[src/rtl/pcd_pkg.sv]
package pcd_pkg;

  typedef enum logic [1:0] {
    ST_IDLE   = 2'd0,
    ST_DETECT = 2'd1,
    ST_RUN    = 2'd2
  } ctrlState_t;

  // strobes from control to datapath
  typedef struct packed {
    logic clearCount;   // enable low: forget latched count
    logic latchCount;   // last detect cycle: capture strap result
    logic detecting;    // detect window active
    logic running;      // rotation active
  } ctrlStrobes_t;

endpackage

[src/rtl/pcd_strap_sync.sv]
module pcd_strap_sync #(
  parameter int WIDTH  = 2,
  parameter int STAGES = 2
) (
  input  logic             clk,
  input  logic             rstN,
  input  logic [WIDTH-1:0] asyncIn,
  output logic [WIDTH-1:0] syncOut
);

  logic [WIDTH-1:0] stageQ [STAGES];

  generate
    for (genvar s = 0; s < STAGES; s++) begin : g_stage
      if (s == 0) begin : g_first
        always_ff @(posedge clk or negedge rstN) begin
          if (!rstN) stageQ[s] <= '1;
          else       stageQ[s] <= asyncIn;
        end
      end else begin : g_next
        always_ff @(posedge clk or negedge rstN) begin
          if (!rstN) stageQ[s] <= '1;
          else       stageQ[s] <= stageQ[s-1];
        end
      end
    end
  endgenerate

  assign syncOut = stageQ[STAGES-1];

endmodule

[src/rtl/pcd_ctrl.sv]
module pcd_ctrl
  import pcd_pkg::*;
#(
  parameter int DETECT_CYCLES = 2
) (
  input  logic         clk,
  input  logic         rstN,
  input  logic         enable,
  output ctrlStrobes_t strobes
);

  localparam int DET_W = $clog2(DETECT_CYCLES) + 1;
  localparam logic [DET_W-1:0] DET_LAST = DET_W'(DETECT_CYCLES - 1);

  ctrlState_t      stateQ, stateD;
  logic [DET_W-1:0] detCntQ, detCntD;

  always_comb begin
    stateD  = stateQ;
    detCntD = detCntQ;
    unique case (stateQ)
      ST_IDLE: begin
        detCntD = '0;
        if (enable) stateD = ST_DETECT;
      end
      ST_DETECT: begin
        if (!enable) begin
          stateD  = ST_IDLE;
          detCntD = '0;
        end else if (detCntQ == DET_LAST) begin
          stateD  = ST_RUN;
          detCntD = '0;
        end else begin
          detCntD = detCntQ + 1'b1;
        end
      end
      ST_RUN: begin
        detCntD = '0;
        if (!enable) stateD = ST_IDLE;
      end
      default: begin
        stateD  = ST_IDLE;
        detCntD = '0;
      end
    endcase
  end

  always_ff @(posedge clk or negedge rstN) begin
    if (!rstN) begin
      stateQ  <= ST_IDLE;
      detCntQ <= '0;
    end else begin
      stateQ  <= stateD;
      detCntQ <= detCntD;
    end
  end

  always_comb begin
    strobes.clearCount = !enable;
    strobes.latchCount = (stateQ == ST_DETECT) && (detCntQ == DET_LAST) && enable;
    strobes.detecting  = (stateQ == ST_DETECT);
    strobes.running    = (stateQ == ST_RUN);
  end

  // detect counter never passes the window length
  det_window_chk: assert property (@(posedge clk) disable iff (!rstN)
    detCntQ <= DET_LAST);

  // a low enable always returns control to idle on the next cycle

  disable_idle_chk: assert property (@(posedge clk) disable iff (!rstN)
    !enable |=> (stateQ == ST_IDLE));

  // the run state is only entered from the last detect cycle

  run_entry_chk: assert property (@(posedge clk) disable iff (!rstN)
    $rose(stateQ == ST_RUN) |-> ($past(stateQ) == ST_DETECT) && ($past(detCntQ) == DET_LAST));

endmodule

[src/rtl/pcd_datapath.sv]
module pcd_datapath
  import pcd_pkg::*;
#(
  parameter int MAX_PHASES = 4
) (
  input  logic                            clk,
  input  logic                            rstN,
  input  ctrlStrobes_t                    strobes,
  input  logic [1:0]                      strapSyncN,
  output logic [MAX_PHASES-1:0]           phaseTrig,
  output logic [MAX_PHASES-1:0]           phaseOe,
  output logic [$clog2(MAX_PHASES+1)-1:0] activePhases
);

  localparam int SLOT_W = $clog2(MAX_PHASES);
  localparam int CNT_W  = $clog2(MAX_PHASES + 1);
  localparam int SENSED_FIRST = MAX_PHASES - 2;  // lowest strap-sensed phase index

  logic [CNT_W-1:0]  countQ;
  logic [CNT_W-1:0]  decodedCount;
  logic [SLOT_W-1:0] slotQ;
  logic [SLOT_W-1:0] slotLast;
  logic              topGround, nextGround;

  // decode strap flags: fourth-phase flag gates the third-phase flag
  always_comb begin
    topGround  = !strapSyncN[1];
    nextGround = !strapSyncN[0];
    if (topGround && nextGround)  decodedCount = CNT_W'(MAX_PHASES - 2);
    else if (topGround)           decodedCount = CNT_W'(MAX_PHASES - 1);
    else                          decodedCount = CNT_W'(MAX_PHASES);
  end

  always_ff @(posedge clk or negedge rstN) begin
    if (!rstN)                   countQ <= '0;
    else if (strobes.clearCount) countQ <= '0;
    else if (strobes.latchCount) countQ <= decodedCount;
  end

  assign slotLast = SLOT_W'(countQ - 1'b1);

  // rotating slot counter, modulo the latched count
  always_ff @(posedge clk or negedge rstN) begin
    if (!rstN)                                   slotQ <= '0;
    else if (!strobes.running || strobes.clearCount) slotQ <= '0;
    else if (slotQ == slotLast)                  slotQ <= '0;
    else                                         slotQ <= slotQ + 1'b1;
  end

  generate
    for (genvar i = 0; i < MAX_PHASES; i++) begin : g_phase
      logic isActive;
      assign isActive     = (CNT_W'(i) < countQ);
      assign phaseTrig[i] = strobes.running && isActive && (slotQ == SLOT_W'(i));
      always_comb begin
        if (strobes.running)        phaseOe[i] = isActive;
        else if (strobes.detecting) phaseOe[i] = (i < SENSED_FIRST);
        else                        phaseOe[i] = 1'b1;
      end
    end
  endgenerate

  assign activePhases = countQ;


  trig_onehot_chk: assert property (@(posedge clk) disable iff (!rstN)
    $onehot0(phaseTrig));


  trig_needs_oe_chk: assert property (@(posedge clk) disable iff (!rstN)
    (phaseTrig & ~phaseOe) == '0);


  no_trig_idle_chk: assert property (@(posedge clk) disable iff (!rstN)
    !strobes.running |-> (phaseTrig == '0));


  count_hold_chk: assert property (@(posedge clk) disable iff (!rstN)
    strobes.running && $past(strobes.running) && !strobes.clearCount |-> $stable(countQ));


  slot_range_chk: assert property (@(posedge clk) disable iff (!rstN)
    strobes.running |-> (CNT_W'(slotQ) < countQ));


  idle_count_chk: assert property (@(posedge clk) disable iff (!rstN)
    !strobes.running && !strobes.detecting |-> (countQ == '0));

endmodule

[src/rtl/phase_clk_distributor.sv]
module phase_clk_distributor
  import pcd_pkg::*;
#(
  parameter int MAX_PHASES    = 4,
  parameter int SYNC_STAGES   = 2,
  parameter int DETECT_CYCLES = 2
) (
  input  logic                            clk,
  input  logic                            rstN,
  input  logic                            enable,
  input  logic [1:0]                      strapN,
  output logic [MAX_PHASES-1:0]           phaseTrig,
  output logic [MAX_PHASES-1:0]           phaseOe,
  output logic [$clog2(MAX_PHASES+1)-1:0] activePhases
);

  ctrlStrobes_t strobes;
  logic [1:0]   strapSyncN;

  pcd_strap_sync #(
    .WIDTH  (2),
    .STAGES (SYNC_STAGES)
  ) i_sync (
    .clk     (clk),
    .rstN    (rstN),
    .asyncIn (strapN),
    .syncOut (strapSyncN)
  );

  pcd_ctrl #(
    .DETECT_CYCLES (DETECT_CYCLES)
  ) i_ctrl (
    .clk     (clk),
    .rstN    (rstN),
    .enable  (enable),
    .strobes (strobes)
  );

  pcd_datapath #(
    .MAX_PHASES (MAX_PHASES)
  ) i_datapath (
    .clk          (clk),
    .rstN         (rstN),
    .strobes      (strobes),
    .strapSyncN   (strapSyncN),
    .phaseTrig    (phaseTrig),
    .phaseOe      (phaseOe),
    .activePhases (activePhases)
  );

endmodule

[config.mk]
export PLATFORM = sky130hd
export DESIGN_NAME = phase_clk_distributor
export DESIGN_NICKNAME = d
export VERILOG_FILES = /design/src/rtl/pcd_pkg.sv /design/src/rtl/pcd_strap_sync.sv /design/src/rtl/pcd_ctrl.sv /design/src/rtl/pcd_datapath.sv /design/src/rtl/phase_clk_distributor.sv
export SDC_FILE = /design/constraint.sdc
export NUM_CORES = 1
export LEC_CHECK = 0
export BUFFER_PORTS_ARGS = -buffer_cell sky130_fd_sc_hd__buf_2
export CORE_MARGIN = 4
export CORE_UTILIZATION = 25
export CTS_CLUSTER_DIAMETER = 30
export DETAILED_ROUTE_END_ITERATION = 8
export GPL_ROUTABILITY_DRIVEN = 0
export SETUP_SLACK_MARGIN = 0.3
export SKIP_CTS_REPAIR_TIMING = 1
export SYNTH_ARGS = -nofsm -noshare
export SYNTH_HDL_FRONTEND = slang
export SYNTH_SLANG_ARGS = --single-unit
[constraint.sdc]
create_clock -name clk -period 1.25 [get_ports clk]
set_clock_uncertainty 0.1 [all_clocks]
set_input_delay 0.125 -clock clk [delete_from_list [all_inputs] [get_ports clk]]
set_output_delay 0.125 -clock clk [all_outputs]
set_load 0.1 [all_outputs]
==> results of run 1 <==
## power by group through the flow
stage          Combinational (mW)  Sequential (mW)  Clock [mW]
6_report                    0.292            0.460       0.245
4_1_cts                     0.259            0.457       0.262
5_1_grt                     0.308            0.463       0.283
2_1_floorplan               0.139            0.485           0
3_5_place_dp                0.259            0.465           0
3_3_place_gp                0.256            0.464           0
## path summary, 6_finish.rpt
kind,cells past startpoint,slack (ns),from,endpoint
max reg2reg,5,-0.14,i_datapath.activePhases[1]$_DFFE_PN0P_,i_datapath.slotQ[1]$_DFF_PN0_
min reg2reg,0,0.26,i_sync.stageQ[2]$_DFF_PN1_,i_sync.syncOut[0]$_DFF_PN1_
min,3,0.03,enable,i_datapath.slotQ[0]$_DFF_PN0_
min in group asynchronous,2,0.16,rstN,i_ctrl.detCntQ[1]$_DFF_PN0_
max in group asynchronous,2,0.61,rstN,i_sync.syncOut[0]$_DFF_PN1_
max,4,-0.39,i_ctrl.stateQ[0]$_DFFE_PN0P_,phaseTrig[0]
## registers in the layout (all words and copies together), names as in the netlist
register,flops
i_ctrl.stateQ,2
i_sync.syncOut,2
i_sync.stageQ,2
i_ctrl.detCntQ,2
i_datapath.slotQ,2
i_datapath.activePhases,3
## per-layer routing
metal	part of all wire [%]	up-vias	wire length [um]
met4	1.2	0	16
li1	-	269	-
met2	53	14	711
met5	0	-	0
met3	5.4	2	72
met1	40	247	534
## worst max-delay path: cells and delay by family (launching register included)
family	cells	cell delay, ns
and+or+nand+nor	1	0.22
buffers and inverters	2	0.31
AOI/OAI and AO/OA	1	0.20
DFF	1	0.41
## per-stage QoR
step / setup WS [ns] / instances / hold WS (ns) / total power, mW
5_1_grt: -0.480 / 121 / 0.0209 / 1.05
3_5_place_dp: -0.188 / 111 / -0.0739 / 0.724
2_1_floorplan: -0.409 / 58 / -0.271 / 0.624
4_1_cts: -0.494 / 115 / -0.371 / 0.978
6_report: -0.389 / 121 / 0.0281 / 0.997
3_3_place_gp: -0.177 / 111 / -0.0818 / 0.720
## kinds of logic (layout without fill, tap and decap cells)
kind of cell / after synthesis / in the layout / synth area share, %
AND/OR/NAND/NOR: 20 / 20 / 19.3
flip-flops: 13 / 13 / 52.1
AO/OA/AOI/OAI: 12 / 12 / 12.4
buffers and inverters: 7 / 42 / 5.32
adder cells (fa/ha/maj): 4 / 4 / 7.89
XOR/XNOR: 1 / 1 / 1.38
multiplexers: 1 / 1 / 1.58
## layout by cell type, fill, tap and decap left out, drive strengths merged
cell type,synthesis,routed
buf,2,30
a21oi,6,6
or2,1,1
ha,4,4
mux2i,1,1
nor4b,1,1
a211oi,1,1
and4bb,1,1
a21o,1,1
nor2b,1,1
nand2,4,4
and2b,1,1
and3,1,1
xnor2,1,1
o21ai,2,2
dfstp,4,4
clkbuf,0,4
dfrtp,9,9
o311a,1,1
nand2b,1,1
nor2,6,6
dlygate4sd3,0,3
a311oi,1,1
nand3b,1,1
and2,1,1
inv,5,5
nand3,1,1
## final cells by class
| class | instances | area share, % |
|---|---|---|
| multi-input combinational | 38 | 32.7 |
| inverter | 5 | 1.52 |
| tap | 28 | 2.84 |
| sequential | 13 | 27.4 |
| timing repair buffer | 33 | 33.4 |
| clock buffer | 4 | 2.13 |
==> flow_metrics.tcl, run 1 <==
set metrics [dict create \
    status "complete, but fails checks" \
    violations "setup timing" \
    ys_top_cells_by_count "dfrtp_1, a21oi_1, nor2_1" \
    setup_tns_ns -3.24 \
    grt_usage_pct 8.47 \
    regArea_um2 338 \
    setup_violations 14 \
    maxCapViolCount 0 \
    clk_latency_ns 0.27 \
    worst_pin_slew_ns 0.281 \
    vdd_drop_max_v 0.000606 \
    leakagePower_nw 0.513 \
    antenna_found_initial 0 \
    firstDrtPassIters 2 \
    synth_edf_count 0 \
    critPathMaxStageDelay_ns 0.41 \
    hold_viol 0 \
    min_period_over_period_pct 131 \
    cts_sinks 13 \
    drt-total-wl_um 1340 \
    synthToLayoutAreaGrowth_pct 94.7 \
    multiInputGateArea_um2 404 \
    n_antenna_cell 0 \
    crit_path_top_delay_cell "dfrtp_1" \
    swShare_pct 30.6 \
    fillers 203 \
    via_count 532 \
    grtUsageMet1_pct 10.3 \
    ys.flop_type "dfrtp_1" \
    cts_buffers 3 \
    drc 0 \
    p_int_uw 691 \
    ant_nets 0 \
    drv_slew 0 \
    ys_seq_area_share_pct 52.1 \
    start_util_pct 27.4 \
    grt_max_degree 14 \
    crit_arrival_ns 1.41 \
    die_y_um 58.4 \
    core_um2 2320 \
    dp_hpwl_um 1040 \
    critPathRequiredTime_ns 1.02 \
    ctsLongestPathBuffers 2 \
    met3_usage_pct 1.97 \
    fp.dieW_um 58.4 \
    drt_iter0_markers 4 \
    synth.distinct_cells 28 \
    netlist.top_cell.by_area "dfrtp_1" \
    dieArea_um2 3410 \
    yosysMostFrequentCell "dfrtp_1" \
    critPathLaunchType "register" \
    row_count 17 \
    power.switching_uw 305 \
    grt_overflow_total 0 \
    cts-root-buf "clkbuf_4" \
    synth_warnings 0 \
    finalCriticalPeriod_ns 1.64 \
    worstPathCellList "nor2b_4, buf_6, o311a_4, buf_12" \
    top_usage_layer "met2" \
    crit_fanout 4 \
    design_area_um2 1230 \
    final_layout_size_suffix_gt1_share_pct 61.3 \
    htree_levels 1 \
    synth_area_um2 634 \
    async_reset_ff_share_pct 100 \
    rsz0062_at_grt "yes" \
    slew_headroom_pct 81.3 \
    crit_type "reg -> out" \
    ys_ff_latch 13 \
    max_freq_ghz 0.610 \
    grt_first_pass_wirelength_um 2170 \
    postPlaceCellArea_um2 1060 \
    hold_class "in -> reg" \
    vias_per_cell 4.40 \
    pwr-share-clk_pct 24.5 \
    combPwrFrac_pct 29.3 \
    io_buffers 15 \
    clkTransAtPathRegs_ns 0.07 \
    synth_area_per_cell_um2 10.9 \
    grt_pass1_vias 500 \
    wl_per_cell_um 11.0 \
    ioPinCount 16 \
    use_met2_pct 13.6 \
    worst_setup_path_end_kind "output port" \
    synth_cells 58 \
    powerDensity_nw_per_um2 807 \
    utilization_pct 53.3 \
    yosysTopAreaCellShare_pct 35.5 \
    ys_top_cells_by_area "dfrtp_1, dfstp_2, ha_1" \
    cts_tree "done" \
    fin_ws_ns -0.389 \
    power_frac_seq_pct 46.1 \
    syn-num-nets 67 \
    nets 103 \
]
Note: power is estimated with default switching activity, not from simulation.
==> inputs of run 2 (changes only) <==
- MAX_ROUTING_LAYER: not set -> met4
==> run 2 against run 1 <==
Global-route usage grew 0.25 points. Sequential share of layout area is the same. Combinational power is essentially flat. Highest routed layer unchanged. Critical endpoint unchanged. Fmax is essentially flat. Non-clock buffer count is the same. Flip-flop and latch count is the same. Final cell count is the same. The run still ends with setup timing left. Largest cell class unchanged.
==> flow_metrics.tcl, run 2 (synthesized netlist as in run 1, its figures left out) <==
set metrics [dict create \
    status "complete, but fails checks" \
    violations "setup timing" \
    r2r_end "i_datapath.slotQ[1]$_DFF_PN0_" \
    grt_first_pass_wirelength_um 2170 \
    fin_ws_ns -0.389 \
    worst_setup_path_end_kind "output port" \
    hold_viol 0 \
    crit_fanout 4 \
    finalCriticalPeriod_ns 1.64 \
    ioPinCount 16 \
    critPathMaxStageDelay_ns 0.41 \
    p_int_uw 691 \
    nets 103 \
    cts_sinks 13 \
    combPwrFrac_pct 29.3 \
    worst_pin_slew_ns 0.281 \
    cts_tree "done" \
    critPathBufInv 2 \
    row_count 17 \
    drc 0 \
    critPathLaunch "i_ctrl.stateQ[0]$_DFFE_PN0P_" \
    maxCapViolCount 0 \
    cts_buffers 3 \
    reg2reg_depth 5 \
    clk_latency_ns 0.27 \
    layout_commonest_cell "buf_12" \
    worstPathCellList "nor2b_4, buf_6, o311a_4, buf_12" \
    worstSetupEndpoint "phaseTrig[0]" \
    pwr-share-clk_pct 24.5 \
    ant_nets 0 \
    holdWs_ns 0.0282 \
    rsz0062_at_grt "yes" \
    grt_usage_pct 8.73 \
    final_cell_mix "buf_12, buf_6, dfrtp_1, buf_4" \
    fp.dieW_um 58.4 \
    grt_pass1_vias 500 \
    via_count 532 \
    vias_per_cell 4.40 \
    drt-total-wl_um 1340 \
    setup_tns_ns -3.24 \
    dieArea_um2 3410 \
    leakagePower_nw 0.513 \
    die_y_um 58.4 \
    htree_levels 1 \
    grt_max_degree 14 \
    r2r_slack_ns -0.14 \
    vdd_drop_max_v 0.000606 \
    antenna_found_initial 0 \
    critPathRequiredTime_ns 1.02 \
    io_buffers 15 \
    crit_type "reg -> out" \
    drt_iter0_markers 4 \
    drv_slew 0 \
    largest_register_ffs 3 \
    grt_overflow_total 0 \
    dp_hpwl_um 1040 \
    clkTransAtPathRegs_ns 0.07 \
    final_layout_size_suffix_gt1_share_pct 61.3 \
    hold_class "in -> reg" \
    utilization_pct 53.3 \
    cp_num_cells 4 \
    cts-root-buf "clkbuf_4" \
    cp_top_family "flip-flops" \
    firstDrtPassIters 2 \
    critPathLaunchType "register" \
    swShare_pct 30.6 \
    core_um2 2320 \
    min_period_over_period_pct 131 \
    synthToLayoutAreaGrowth_pct 94.7 \
    slew_headroom_pct 81.3 \
    wl_per_cell_um 11.0 \
    crit_path_top_delay_cell "dfrtp_1" \
    ctsLongestPathBuffers 2 \
    crit_arrival_ns 1.41 \
    place_ws_ns -0.188 \
    max_freq_ghz 0.610 \
    n_antenna_cell 0 \
    powerDensity_nw_per_um2 807 \
    r2r-start "i_datapath.activePhases[1]$_DFFE_PN0P_" \
    power_frac_seq_pct 46.1 \
    setup_violations 14 \
    power.switching_uw 305 \
    start_util_pct 27.4 \
    power.total_uw 997 \
]
-- run 2: cell counts in the layout (fill, tap and decap cells not counted) --
Identical to the previous run, type by type.
-- run 2: area by class of cell --
cell class | count | area [um^2]
Tap cell | 28 | 35.0
Sequential cell | 13 | 338
Clock buffer | 4 | 26.3
Timing Repair Buffer | 33 | 413
Multi-Input combinational cell | 38 | 404
Inverter | 5 | 18.8
Fill cell | 203 | 1080
-- run 2: worst min-delay path by stage --
stage / start / endpoint / slack (ns) / cells past startpoint
finish: enable / i_datapath.slotQ[0]$_DFF_PN0_ / 0.03 / 3
global route: enable / i_datapath.slotQ[0]$_DFF_PN0_ / 0.02 / 3
CTS: rstN / i_ctrl.detCntQ[0]$_DFF_PN0_ / -0.37 / 1
detailed placement: rstN / i_ctrl.detCntQ[0]$_DFF_PN0_ / -0.07 / 1
global placement: rstN / i_ctrl.detCntQ[1]$_DFF_PN0_ / -0.08 / 1
floorplan: rstN / i_ctrl.detCntQ[0]$_DFF_PN0_ / -0.27 / 0
-- run 2: layer usage --
| metal | wire, um | track usage (%) | up-vias |
|---|---|---|---|
| li1 | - | - | 269 |
| met5 | 0 | - | - |
| met3 | 72 | 1.97 | 2 |
| met1 | 534 | 10.3 | 247 |
| met2 | 711 | 13.6 | 14 |
| met4 | 16 | 4.97 | 0 |
-- run 2: power groups by stage --
stage,logic (mW),clock network [mW],registers [mW]
3_5_place_dp,0.259,0,0.465
4_1_cts,0.259,0.262,0.457
2_1_floorplan,0.139,0,0.485
3_3_place_gp,0.256,0,0.464
6_report,0.292,0.245,0.460
5_1_grt,0.308,0.283,0.463
-- run 2: worst reg2reg max path, delay by kind of cell (launching register included) --
| family | cells | cell delay [ns] |
|---|---|---|
| buffers and inverters | 2 | 0.25 |
| AO/OA/AOI/OAI | 2 | 0.31 |
| XOR/XNOR | 1 | 0.14 |
| flip-flops | 1 | 0.52 |
-- run 2: metrics by stage --
step | instances | area, um^2
global route | 121 | 1230
global placement | 111 | 1060
detailed placement | 111 | 1060
finish | 121 | 1230
floorplan | 58 | 728
CTS | 115 | 1080
